==> src/rtl/grid_walker_pkg.sv <==
package grid_walker_pkg;

  typedef enum logic [1:0] {
    ST_IDLE = 2'd0,
    ST_RUN  = 2'd1,
    ST_DONE = 2'd2
  } walkState_t;

  // strobes from control to the index datapath
  typedef struct packed {
    logic clear;    // zero both indices
    logic advance;  // move to the next grid point
  } walkCmd_t;

  function automatic int idxWidth(input int count);
    return (count > 1) ? $clog2(count) : 1;
  endfunction

endpackage

==> src/rtl/grid_walker_ctrl.sv <==
module grid_walker_ctrl
  import grid_walker_pkg::*;
(
  input  logic       clk,
  input  logic       rstN,
  input  logic       start,
  input  logic       gridEnd,
  output walkState_t state,
  output walkCmd_t   cmd
);

  walkState_t nextState;

  always_comb begin
    nextState   = state;
    cmd.clear   = 1'b0;
    cmd.advance = 1'b0;
    unique case (state)
      ST_IDLE: begin
        if (start) begin
          nextState = ST_RUN;
          cmd.clear = 1'b1;
        end
      end
      ST_RUN: begin
        cmd.advance = 1'b1;
        if (gridEnd) nextState = ST_DONE;
      end
      ST_DONE: nextState = ST_IDLE;
      default: nextState = ST_IDLE;
    endcase
  end

  always_ff @(posedge clk or negedge rstN) begin
    if (!rstN) state <= ST_IDLE;
    else       state <= nextState;
  end

endmodule

==> src/rtl/grid_walker_idx.sv <==
module grid_walker_idx
  import grid_walker_pkg::*;
#(
  parameter int NEURONS = 3,
  parameter int CHUNKS  = 4,
  localparam int NW = idxWidth(NEURONS),
  localparam int CW = idxWidth(CHUNKS)
) (
  input  logic          clk,
  input  logic          rstN,
  input  walkCmd_t      cmd,
  output logic [NW-1:0] neuronIdx,
  output logic [CW-1:0] chunkIdx,
  output logic          chunkAtEnd,
  output logic          gridEnd
);

  localparam logic [NW-1:0] NEURON_MAX = NW'(NEURONS - 1);
  localparam logic [CW-1:0] CHUNK_MAX  = CW'(CHUNKS - 1);

  logic neuronAtEnd;

  // inner loop: chunk index
  generate
    if (CHUNKS == 1) begin : g_chunkFixed
      assign chunkIdx   = '0;
      assign chunkAtEnd = 1'b1;
    end else begin : g_chunkCount
      logic [CW-1:0] chunkQ;
      always_ff @(posedge clk or negedge rstN) begin
        if (!rstN)                     chunkQ <= '0;
        else if (cmd.clear)            chunkQ <= '0;
        else if (cmd.advance) begin
          if (chunkQ == CHUNK_MAX)     chunkQ <= '0;
          else                         chunkQ <= chunkQ + 1'b1;
        end
      end
      assign chunkIdx   = chunkQ;
      assign chunkAtEnd = (chunkQ == CHUNK_MAX);
    end
  endgenerate

  // outer loop: neuron index, steps when the inner loop wraps
  generate
    if (NEURONS == 1) begin : g_neuronFixed
      assign neuronIdx   = '0;
      assign neuronAtEnd = 1'b1;
    end else begin : g_neuronCount
      logic [NW-1:0] neuronQ;
      always_ff @(posedge clk or negedge rstN) begin
        if (!rstN)                        neuronQ <= '0;
        else if (cmd.clear)               neuronQ <= '0;
        else if (cmd.advance && chunkAtEnd) begin
          if (neuronQ == NEURON_MAX)      neuronQ <= '0;
          else                            neuronQ <= neuronQ + 1'b1;
        end
      end
      assign neuronIdx   = neuronQ;
      assign neuronAtEnd = (neuronQ == NEURON_MAX);
    end
  endgenerate

  assign gridEnd = chunkAtEnd && neuronAtEnd;

endmodule

==> src/rtl/grid_walker.sv <==
module grid_walker
  import grid_walker_pkg::*;
#(
  parameter int NEURONS = 3,
  parameter int CHUNKS  = 4,
  localparam int NW = idxWidth(NEURONS),
  localparam int CW = idxWidth(CHUNKS)
) (
  input  logic          clk,
  input  logic          rstN,
  input  logic          start,
  output logic [NW-1:0] neuronId,
  output logic [CW-1:0] chunkId,
  output logic          valid,
  output logic          firstChunk,
  output logic          lastChunk,
  output logic          done
);

  // both grid dimensions must be at least 1
  generate
    if (NEURONS < 1 || CHUNKS < 1) begin : g_badShape
      $error("grid_walker: NEURONS and CHUNKS must be >= 1");
    end
  endgenerate

  walkState_t state;
  walkCmd_t   cmd;
  logic       gridEnd;
  logic       chunkAtEnd;

  grid_walker_ctrl u_ctrl (
    .clk     (clk),
    .rstN    (rstN),
    .start   (start),
    .gridEnd (gridEnd),
    .state   (state),
    .cmd     (cmd)
  );

  grid_walker_idx #(
    .NEURONS (NEURONS),
    .CHUNKS  (CHUNKS)
  ) u_idx (
    .clk        (clk),
    .rstN       (rstN),
    .cmd        (cmd),
    .neuronIdx  (neuronId),
    .chunkIdx   (chunkId),
    .chunkAtEnd (chunkAtEnd),
    .gridEnd    (gridEnd)
  );

  assign valid      = (state == ST_RUN);
  assign done       = (state == ST_DONE);
  assign firstChunk = valid && (chunkId == '0);
  assign lastChunk  = valid && chunkAtEnd;

endmodule

==> config.mk <==
export PLATFORM = sky130hd
export DESIGN_NAME = grid_walker
export DESIGN_NICKNAME = d
export VERILOG_FILES = /design/src/rtl/grid_walker_pkg.sv /design/src/rtl/grid_walker_ctrl.sv /design/src/rtl/grid_walker_idx.sv /design/src/rtl/grid_walker.sv
export SDC_FILE = /design/constraint.sdc
export NUM_CORES = 1
export LEC_CHECK = 0
export BUFFER_PORTS_ARGS = -buffer_cell sky130_fd_sc_hd__clkbuf_2
export CORE_AREA = 4 4 41 43
export CTS_BUF_LIST = sky130_fd_sc_hd__clkbuf_16
export CTS_CLUSTER_DIAMETER = 120
export DETAILED_ROUTE_END_ITERATION = 8
export DIE_AREA = 0 0 45 47
export PLACE_DENSITY = 0.54
export SLEW_MARGIN = 20
export SYNTH_ARGS = -nofsm -noshare
export SYNTH_HDL_FRONTEND = slang
export SYNTH_SLANG_ARGS = --single-unit
==> constraint.sdc <==
create_clock -name clk -period 1.49 [get_ports clk]
set_input_delay 0.2235 -clock clk [delete_from_list [all_inputs] [get_ports clk]]
set_output_delay 0.2235 -clock clk [all_outputs]
set_load 0.03 [all_outputs]
==> metrics.md <==
| Metric | Value |
|---|---|
| Min-Delay Startpoint | `start` |
| Fill count | `149` |
| Wire per inst | `~11 um` |
| Pwr Total | `1.359 mW` |
| Leakage power figure | `approximately 0.24 nW` |
| Setup TNS | `0 ns` |
| Max-slew violation count | `0` |
| Root buffer cell | `clkbuf_16` |
| DRT Pass-1 Iters | `3` |
| Seq/Total Area, Yosys | `47.43%` |
| Min Clock Period, post-route | `1.459 ns` |
| Post-Synthesis Cells | `30` |
| Crit-path slowest cell | `dfrtp_1` |
| Largest net degree at the start of global routing | `8` |
| Area of the die | `about 2100 sq um` |
| Crit path required time | `1.27 ns` |
| Number of placed I/O pins | `11` |
| Status | `finished, final reports clean` |
| Worst r2r dst | `u_idx.neuronIdx[1]$_DFFE_PN0P_` |
| Setup repair bufs after CTS | `0` |
| CTS Buf Count | `3` |
| Worst-margin pin slew | `0.2723 ns` |
| CTS Buffer Depth | `2` |
| Post-synth net total | `35` |
| F_max | `685.3 MHz` |
| WHS Path Cells | `4` |
| Std-Cell Rows | `13` |
| Area of the mapped netlist | `316.6 sq um` |
| Delay of the slowest critical-path stage | `0.40 ns` |
| Final routed DRC violation total | `0` |
| Clock sinks | `6` |
| Global-route wire length before repair | `966 um` |
| Clock Pin Slew Worst Setup and Hold Paths | `0.03 ns` |
| Skew final | `~0.00046 ns` |
| Yosys cell types | `16` |
| Hold WC Path Type | `primary input to flip-flop` |
| Synth-to-Final Area Change | `49.41%` |
| Synth Warn # | `0` |
| Share of the clock period used by the worst path | `97.94%` |
| Reg2Reg Depth | `4` |
| GRT overflow | `0` |
| R2r setup slk | `0.27 ns` |
| Vias in the first global route | `222` |
| Crit-path max FO | `6` |
| Routed Antenna Nets | `0` |
| FF+latch count, synth | `6` |
| Hold endpoint | `u_idx.neuronIdx[0]$_DFFE_PN0P_` |
| Unrepaired setup endpoints after global routing | `no` |
| Final setup fails | `0` |
| Post-layout instance count excluding filler cells | `59` |
| Chip height | `approximately 47 um` |
| Iteration-0 DRC Markers | `5` |
| Total placed cells including tap cells | `55` |
| Max-cap violations | `0` |
| Worst hold slack | `0.3522 ns` |
| Power Dens Cells | `between 2000 and 3000 nW/um^2` |
| Die W | `45 um` |
| Relative slew slack | `81.69%` |
| Peak supply drop | `0.0009124 V` |
| Total track usage | `around 6.8%` |
| Initial core utilization | `24.33%` |
| CP bufs+invs | `1` |
| WP data arrival | `1.24 ns` |
| IO buf count | `10` |
| Core ar. | `around 1300 sq um` |
| Syn avg cell area | `10.55 sq um` |
| TritonCTS clock tree | `yes` |
| Routed vias/inst | `4.407` |
| R2R Path Start | `u_idx.chunkIdx[0]$_DFFE_PN0P_` |
| CP Capture Type | `output pin` |
| Via count | `260` |
| WS Path Type | `flip-flop to output pin` |
| Final Hold Vio Count | `0` |
| Initial antenna violation count | `0` |
| Clock Latency Late Sink | `between 0.2 and 0.25 ns` |
| Diodes inserted | `0` |
| Cells along the critical path | `and2b_4 > and2_1 > clkbuf_2` |
| Routed wire length | `656 um` |
| Gpl congestion | `a little over 0.7` |
| Layout cells sized above 1 | `36.36%` |
| Top Family by Delay on Critical Path | `simple AND/OR/NAND/NOR gates` |
| Max H-tree Level | `1` |
| # nets final | `51` |
| Startpoint types | `flip-flop` |
-- flip-flops by register name, summed over array words and instances (netlist names) --
| signal | count |
|---|---|
| u_idx.chunkIdx | 2 |
| u_ctrl.state | 2 |
| u_idx.neuronIdx | 2 |
-- per-layer routing --
layer | global-route usage, % | up-vias | wire [um]
li1 | - | 132 | -
met1 | 9.007 | 120 | 327
met2 | 7.910 | 6 | 273
met3 | 3.831 | 2 | 39
met4 | 5.263 | 0 | 15
met5 | 0 | - | 0
-- worst max path at each step --
stage,slack [ns],depth (start not counted),endpoint,start
2_1_floorplan,0.13,2,lastChunk,u_idx.chunkIdx[0]$_DFFE_PN0P_
3_3_place_gp,0.24,4,u_idx.neuronIdx[1]$_DFFE_PN0P_,u_idx.chunkIdx[0]$_DFFE_PN0P_
3_5_place_dp,0.23,4,u_idx.neuronIdx[1]$_DFFE_PN0P_,u_idx.chunkIdx[0]$_DFFE_PN0P_
4_1_cts,0.009,3,lastChunk,u_idx.chunkIdx[0]$_DFFE_PN0P_
5_1_grt,0.0008,3,lastChunk,u_idx.chunkIdx[1]$_DFFE_PN0P_
6_report,0.03,3,firstChunk,u_ctrl.state[1]$_DFFE_PN0P_
-- through the flow --
step                      utilization [%]  cell area [sq um]  worst slack (ns)
after floorplan                         -              316.6            0.1301
after global placement              29.62              385.4            0.2370
after detailed placement            29.62              385.4            0.2295
after CTS                           36.15              470.5          0.009113
after global routing                36.35              473.0         0.0007663
final                               36.35              473.0           0.03073
-- tightest hold or removal path: stages --
cell      delay [ns]
clkbuf_2        0.09
o21bai_2        0.10
nand2_1         0.08
nand2_1         0.04
-- where the power goes --
| group | switching, mW | total, mW | internal [mW] |
|---|---|---|---|
| clock | 0.0863 | 0.430 | 0.344 |
| sequential | 0.0895 | 0.323 | 0.233 |
| combinational | 0.371 | 0.606 | 0.235 |
-- final cells by class --
cell class | count | area [sq um] | share of cell area, %
clock buffers | 3 | 75.07 | 15.87
inverters | 2 | 7.507 | 1.587
multi-input cells | 22 | 161.4 | 34.13
flip-flops and latches | 6 | 150.1 | 31.75
well taps | 15 | 18.77 | 3.968
repair buffers | 11 | 60.06 | 12.70
-- synth_stat cells, drive strengths merged --
| cell type | number | area (sq um) |
|---|---|---|
| dfrtp | 6 | 150.1 |
| a22o | 3 | 26.28 |
| nand2 | 3 | 11.26 |
| nor2b | 3 | 18.77 |
| and2 | 2 | 12.51 |
| ha | 2 | 25.02 |
| inv | 2 | 7.510 |
| a31oi | 1 | 6.260 |
| and2b | 1 | 10.01 |
| and3 | 1 | 6.260 |
| nand2b | 1 | 6.260 |
| nor2 | 1 | 3.750 |
| nor4b | 1 | 8.760 |
| o21ai | 1 | 5.000 |
| o21bai | 1 | 11.26 |
| o31ai | 1 | 7.510 |
-- cells in the final DEF, fill, tap and decap left out, types with 2 or more instances in the layout --
cell type,n
clkbuf_16,3
inv_1,2
nor2b_1,3
dfrtp_1,6
a22o_1,3
nand2_1,3
clkbuf_2,10
and2_1,2
-- cells by family (layout without fill, tap and decap cells) --
family,count (synthesis),count (layout),share of synthesized area (%)
simple gates,13,13,24.51
compound gates,7,7,17.79
flops,6,6,47.43
fa+ha+maj,2,2,7.904
buf+inv,2,16,2.372
-- what timing repair did --
action	in CTS	in global routing
resized for setup	0	1
endpoints found under the hold margin	6	0
setup endpoints to repair	0	1
hold buffers	1	0
Power figures use the tool's default switching activity.
